[config.mk]
export PLATFORM = sky130hd
export DESIGN_NAME = term_host_regs
export DESIGN_NICKNAME = d
export VERILOG_FILES = /design/src/rtl/thr_pkg.sv /design/src/rtl/thr_decode.sv /design/src/rtl/thr_bank.sv /design/src/rtl/thr_cmd.sv /design/src/rtl/thr_irq.sv /design/src/rtl/term_host_regs.sv
export SDC_FILE = /design/constraint.sdc
export NUM_CORES = 1
export LEC_CHECK = 0
export ABC_AREA = 0
export CORE_MARGIN = 1.5
export CORE_UTILIZATION = 30
export DETAILED_ROUTE_END_ITERATION = 6
export PLACE_DENSITY_LB_ADDON = 0.12
export RECOVER_POWER = 25
export SKIP_LAST_GASP = 1
export SLEW_MARGIN = 20
export SYNTH_ARGS = -nofsm -noshare
export SYNTH_HDL_FRONTEND = slang
export SYNTH_SLANG_ARGS = --single-unit
[constraint.sdc]
create_clock -name clk_i -period 1.68 [get_ports clk_i]
set_input_delay 0.168 -clock clk_i [delete_from_list [all_inputs] [get_ports clk_i]]
set_output_delay 0.168 -clock clk_i [all_outputs]
set_load 0.03 [all_outputs]
[src/rtl/thr_pkg.sv]
package thr_pkg;
  localparam logic [4:0] ADR_MASK = 5'h00;
  localparam logic [4:0] ADR_CMD  = 5'h03;
  localparam logic [4:0] ADR_STAT = 5'h06;

  localparam int CMD_W       = 6;
  localparam int CMD_SRST    = 0;
  localparam int CMD_START   = 1;
  localparam int CMD_IRQ_CLR = 2;
  localparam int CMD_TAG_CLR = 3;
  localparam int CMD_STOP_M  = 4;
  localparam int CMD_STOP_F  = 5;
endpackage

[src/rtl/thr_decode.sv]
module thr_decode
  import thr_pkg::*;
#(
  parameter int ADDR_W = 5,
  parameter int N_OPS  = 16,
  parameter int N_TEST = 8
) (
  input  logic [ADDR_W-1:0] addr_i,
  output logic              is_cmd_o,
  output logic              is_stat_o,
  output logic              is_store_o,
  output logic              is_rsvd_o
);
  localparam int N_LOC = N_OPS + N_TEST;

  logic in_map;

  always_comb begin
    in_map     = (int'(addr_i) < N_LOC);
    is_cmd_o   = (addr_i == ADDR_W'(ADR_CMD));
    is_stat_o  = (addr_i == ADDR_W'(ADR_STAT));
    is_store_o = in_map && !is_cmd_o && !is_stat_o;
    is_rsvd_o  = !in_map;
  end
endmodule

[src/rtl/thr_bank.sv]
module thr_bank
  import thr_pkg::*;
#(
  parameter int ADDR_W = 5,
  parameter int DATA_W = 16,
  parameter int EVT_N  = 15,
  parameter int N_LOC  = 24
) (
  input  logic                           clk_i,
  input  logic                           rst_ni,
  input  logic                           we_i,
  input  logic [ADDR_W-1:0]              addr_i,
  input  logic [DATA_W-1:0]              wdata_i,
  output logic [N_LOC-1:0][DATA_W-1:0]   q_o
);
  for (genvar g = 0; g < N_LOC; g++) begin : g_loc
    if (g == int'(ADR_CMD) || g == int'(ADR_STAT)) begin : g_hole
      assign q_o[g] = '0;
    end else begin : g_reg
      // mask keeps only event positions
      localparam int KEEP = (g == int'(ADR_MASK)) ? EVT_N : DATA_W;
      logic [KEEP-1:0] r_q;
      always_ff @(posedge clk_i or negedge rst_ni) begin
        if (!rst_ni)                                  r_q <= '0;
        else if (we_i && addr_i == ADDR_W'(g))        r_q <= wdata_i[KEEP-1:0];
      end
      assign q_o[g] = DATA_W'(r_q);
    end
  end
endmodule

[src/rtl/thr_cmd.sv]
module thr_cmd
  import thr_pkg::*;
(
  input  logic             clk_i,
  input  logic             rst_ni,
  input  logic             fire_i,
  input  logic [CMD_W-1:0] bits_i,
  output logic [CMD_W-1:0] cmd_o,
  output logic             irq_clr_o
);
  always_ff @(posedge clk_i or negedge rst_ni) begin
    if (!rst_ni)     cmd_o <= '0;
    else if (fire_i) cmd_o <= bits_i;
    else             cmd_o <= '0;
  end

  // clear acts on the write edge itself
  assign irq_clr_o = fire_i && bits_i[CMD_IRQ_CLR];

  assert_cmd_src_R3: assert property (@(posedge clk_i) disable iff (!rst_ni)
    (cmd_o != '0) |-> $past(fire_i));

  assert_cmd_once_R3: assert property (@(posedge clk_i) disable iff (!rst_ni)
    (cmd_o != '0 && !fire_i) |=> (cmd_o == '0));
endmodule

[src/rtl/thr_irq.sv]
module thr_irq #(
  parameter int EVT_N = 15
) (
  input  logic             clk_i,
  input  logic             rst_ni,
  input  logic [EVT_N-1:0] evt_i,
  input  logic [EVT_N-1:0] mask_i,
  input  logic             clr_i,
  output logic [EVT_N-1:0] pend_o,
  output logic             irq_o
);
  logic [EVT_N-1:0] pend_d;

  always_comb begin
    pend_d = clr_i ? '0 : pend_o;
    pend_d = pend_d | (evt_i & mask_i);  // new events survive a clear
  end

  always_ff @(posedge clk_i or negedge rst_ni) begin
    if (!rst_ni) begin
      pend_o <= '0;
      irq_o  <= 1'b0;
    end else begin
      pend_o <= pend_d;
      irq_o  <= |pend_d;
    end
  end

  assert_latch_src_R6: assert property (@(posedge clk_i) disable iff (!rst_ni)
    ((pend_o & ~$past(pend_o)) != '0) |-> ($past(evt_i & mask_i) != '0));

  assert_irq_rise_R8: assert property (@(posedge clk_i) disable iff (!rst_ni)
    $rose(irq_o) |-> ($past(evt_i & mask_i) != '0));

  assert_clear_R9: assert property (@(posedge clk_i) disable iff (!rst_ni)
    ($past(clr_i) && $past(evt_i & mask_i) == '0) |-> (pend_o == '0 && !irq_o));
endmodule

[src/rtl/term_host_regs.sv]
module term_host_regs
  import thr_pkg::*;
#(
  parameter int ADDR_W = 5,
  parameter int DATA_W = 16,
  parameter int EVT_N  = 15,
  parameter int N_OPS  = 16,
  parameter int N_TEST = 8
) (
  input  logic              clk_i,
  input  logic              rst_ni,
  input  logic [ADDR_W-1:0] addr_i,
  input  logic [DATA_W-1:0] wdata_i,
  input  logic              wr_i,
  input  logic              rd_i,
  output logic [DATA_W-1:0] rdata_o,
  input  logic [DATA_W-1:0] stk_ptr_i,
  input  logic [EVT_N-1:0]  evt_i,
  output logic [EVT_N-1:0]  mask_o,
  output logic [CMD_W-1:0]  cmd_o,
  output logic              irq_o
);
  localparam int N_LOC = N_OPS + N_TEST;

  logic is_cmd, is_stat, is_store, is_rsvd;
  logic irq_clr;
  logic [EVT_N-1:0] pend;
  logic [N_LOC-1:0][DATA_W-1:0] regs;
  logic [DATA_W-1:0] stat_word, rd_val;

  thr_decode #(.ADDR_W(ADDR_W), .N_OPS(N_OPS), .N_TEST(N_TEST)) i_dec (
    .addr_i    (addr_i),
    .is_cmd_o  (is_cmd),
    .is_stat_o (is_stat),
    .is_store_o(is_store),
    .is_rsvd_o (is_rsvd)
  );

  thr_bank #(.ADDR_W(ADDR_W), .DATA_W(DATA_W), .EVT_N(EVT_N), .N_LOC(N_LOC)) i_bank (
    .clk_i  (clk_i),
    .rst_ni (rst_ni),
    .we_i   (wr_i && is_store),
    .addr_i (addr_i),
    .wdata_i(wdata_i),
    .q_o    (regs)
  );

  thr_cmd i_cmd (
    .clk_i    (clk_i),
    .rst_ni   (rst_ni),
    .fire_i   (wr_i && is_cmd),
    .bits_i   (wdata_i[CMD_W-1:0]),
    .cmd_o    (cmd_o),
    .irq_clr_o(irq_clr)
  );

  assign mask_o = regs[ADR_MASK][EVT_N-1:0];

  thr_irq #(.EVT_N(EVT_N)) i_irq (
    .clk_i (clk_i),
    .rst_ni(rst_ni),
    .evt_i (evt_i),
    .mask_i(mask_o),
    .clr_i (irq_clr),
    .pend_o(pend),
    .irq_o (irq_o)
  );

  always_comb begin
    stat_word              = '0;
    stat_word[EVT_N-1:0]   = pend;
    stat_word[DATA_W-1]    = irq_o;
  end

  always_comb begin
    rd_val = '0;
    if (is_cmd)        rd_val = stk_ptr_i;
    else if (is_stat)  rd_val = stat_word;
    else if (is_store) rd_val = regs[addr_i];
  end

  always_ff @(posedge clk_i or negedge rst_ni) begin
    if (!rst_ni)   rdata_o <= '0;
    else if (rd_i) rdata_o <= rd_val;
  end

  assert_rdata_hold_R10: assert property (@(posedge clk_i) disable iff (!rst_ni)
    !$past(rd_i) |-> $stable(rdata_o));

  assert_rsvd_zero_R5: assert property (@(posedge clk_i) disable iff (!rst_ni)
    $past(rd_i && is_rsvd) |-> (rdata_o == '0));

  assert_stat_summary_R7: assert property (@(posedge clk_i) disable iff (!rst_ni)
    $past(rd_i && is_stat) |-> (rdata_o[DATA_W-1] == (rdata_o[EVT_N-1:0] != '0)));

  assert_ptr_read_R4: assert property (@(posedge clk_i) disable iff (!rst_ni)
    $past(rd_i && is_cmd) |-> (rdata_o == $past(stk_ptr_i)));
endmodule

==> flow_metrics.tcl <==
set metrics [dict create \
    total_power_mw 27.4 \
    skew_ns 0.0101 \
    syn2layout_area_growth_pct 26.4 \
    mappedNetlistNets 1311 \
    p_switching_mw 7.16 \
    rows 89 \
    cap_viol_max_count 0 \
    drive_gt1_share_pct 48.2 \
    setup_viol 2 \
    grt_max_degree 56 \
    dieArea_um2 61900 \
    ir_worst_vdd_mv 0.677 \
    drc_errors 0 \
    status "complete, but fails checks" \
    crit_required_ns 2.14 \
    hold_viol 0 \
    cts_tree "yes" \
    final_nets 1525 \
    ctsHtreeMaxLevel 2 \
    vias_per_cell 5.13 \
    highest_layer "met4" \
    intPower_mw 20.2 \
    p_per_area_nw_per_um2 1190 \
    multi_input_area_um2 7910 \
    clkSinkCount 389 \
    cts_setup_buffers 0 \
    hold_class "in -> async" \
    firstDrtPassIters 4 \
    fill_cells 5619 \
    period_minus_slack_ns 1.73 \
    met2_length_mm 26.3 \
    antenna_found_initial 5 \
    grt_overflow 0 \
    ant_nets 0 \
    routedWlPerCell_um 25.0 \
    syn_area_per_cell_um2 14.4 \
    m1WireLength_mm 27.5 \
    finalWirelength_mm 57.0 \
    pwr-share-seq_pct 43.8 \
    grt_pass1_vias 12500 \
    track_usage_pct 18.7 \
    cts_buffers 46 \
    path_clk_slew_ns 0.06 \
    n_antenna_cell 0 \
    critPathArrivalTime_ns 2.19 \
    ys.warnings.count 0 \
    grt_first_pass_wirelength_mm 86.9 \
    finalSetupTns_ns -0.0502 \
    postLayoutCoreUtil_pct 38.6 \
    drt_iter0_markers 598 \
    async_flop_share_pct 100 \
    timing.final.ws_setup_ns -0.0491 \
    sw_frac_of_total_pct 26.2 \
    ys_seq_area_share_pct 53.7 \
    synth_cell_types 60 \
    cts_root_buffer "clkbuf_16" \
    coreArea_um2 59400 \
    slew_viol_final 0 \
    gp_congestion 0.834 \
    clk_path_buf_depth 3 \
    hpwl_mm 40.1 \
    relSlewSlack_pct 31.5 \
    max_slew.worst_pin.slew_ns 1.03 \
    seq_area_um2 9730 \
    path_class "in -> reg" \
    power.static_leakage_nw 10.3 \
    initial_core_util_pct 30.5 \
    die_x_um 249 \
    dp_cells 2194 \
    clock_latency_ns 0.58 \
    syn_inst 1255 \
    clock.fmax_mhz 578 \
    pin_count 94 \
    vias 11700 \
    cp-end-kind "flop" \
    rsz0062_at_grt "true" \
    met3RoutedLength_mm 2.03 \
    ys_ff_latch 389 \
    violations "negative setup slack" \
    instances_no_fill 2276 \
    crit_path_start_kind "input pin" \
    cp_max_fo 11 \
    ys.flop_type "dfrtp_1" \
    synth-edff-count 0 \
    portBuffers 93 \
    dieHeight_um 249 \
    fin_crit_sh_pct 103 \
    p_clk_share_pct 38.2 \
    syn_area_um2 18100 \
    comb_power_share_pct 18.0 \
]
## through the flow
stage | area, um^2 | hold WS [ns] | worst slack [ns]
floorplan | 18100 | -0.128 | -0.0321
global placement | 21300 | 0.126 | -0.742
detailed placement | 21300 | 0.128 | -0.794
CTS | 22900 | 0.0982 | -0.219
global route | 22900 | 0.0981 | -0.0504
finish | 22900 | 0.0902 | -0.0491
## flip-flops by register name, indices dropped and copies added (netlist names)
signal	cells
rdata_o	16
i_irq.pend_o	15
i_irq.irq_o	1
i_cmd.cmd_o	6
i_bank.g_loc.g_reg.r_q	351
## power by group through the flow
stage	combinational (mW)	clock [mW]	sequential, mW
after detailed placement	4.99	0	12.2
after CTS	4.96	10.8	12.0
after floorplan	2.87	0	12.1
after global routing	5.30	11.1	12.2
after global placement	4.91	0	12.1
final	4.92	10.4	12.0
## area by class of cell
cell class | instances | share of cell area, %
clock buffers | 66 | 6.16
well taps | 773 | 4.22
inverters | 6 | 0.115
clock inverters | 16 | 0.797
flip-flops and latches | 389 | 42.5
multi-input cells | 753 | 34.5
repair buffers | 273 | 11.7
## cell usage after synthesis, drive strengths merged (13+ instances only)
master / instances / area [um^2]
a22o: 19 / 175
mux2: 371 / 4180
mux2i: 32 / 320
clkbuf: 47 / 178
buf: 60 / 465
dfrtp: 389 / 9730
o22ai: 14 / 87.6
a21oi: 37 / 185
nand2: 29 / 126
nand3: 18 / 95.1
nor2: 33 / 151
a221oi: 13 / 114
mux4: 54 / 1290
## final timing paths
check	slack (ns)	start	depth (start not counted)	endpoint
worst max-delay path	-0.05	addr_i[3]	8	rdata_o[1]
worst min-delay path	0.09	rst_ni	2	i_bank.g_loc[2].g_reg.r_q[9]
worst max register to register	0.01	i_bank.g_loc[17].g_reg.r_q[1]	4	rdata_o[1]
worst min register to register	0.50	i_bank.g_loc[17].g_reg.r_q[9]	1	i_bank.g_loc[17].g_reg.r_q[9]
max in group asynchronous	0.26	rst_ni	3	i_bank.g_loc[18].g_reg.r_q[5]
min in group clk_i	0.25	evt_i[7]	2	i_irq.pend_o[7]
## repair_timing
action,in CTS,in global routing
pin swaps,0,6
hold endpoints to repair,389,0
gates resized for setup,61,33
hold buffers,1,0
endpoints found under the setup margin,49,99
## placed cells by master, fill, tap and decap left out, drive strengths merged, types with 9 or more instances in the layout
master	count
a22o	19
mux2	371
a22oi	10
o21a	10
nand2	29
mux4	54
mux2i	32
clkdlybuf4s50	52
nand3	18
o21ai	10
a221oi	13
buf	174
o22ai	14
and2	11
dlygate4sd2	26
a21oi	37
clkbuf	78
dfrtp	389
clkinv	11
nor2	33
o211ai	9
## critical path: stages
cell,delay [ns]
clkdlybuf4s50_1,0.47
buf_4,0.20
buf_4,0.14
and2_1,0.32
nand2_4,0.16
o22ai_1,0.45
or4_1,0.19
a21oi_1,0.06
## routing by layer
layer | up-vias | global-route usage, %
met3 | 69 | 2.85
li1 | 5133 | -
met2 | 241 | 29.8
met4 | 0 | 4.50
met1 | 6223 | 26.7
met5 | - | 0
## cell families (layout without fill, tap and decap cells)
| kind of cell | after synthesis | in the layout | share of synthesized area (%) |
|---|---|---|---|
| and+or+nand+nor | 135 | 135 | 4.24 |
| buffers and inverters | 113 | 361 | 3.67 |
| AOI/OAI and AO/OA | 160 | 160 | 6.37 |
| DFF | 389 | 389 | 53.7 |
| muxes | 457 | 457 | 31.9 |
| xor gates and xnor gates | 1 | 1 | 0.0898 |
Power figures use the tool's default switching activity.
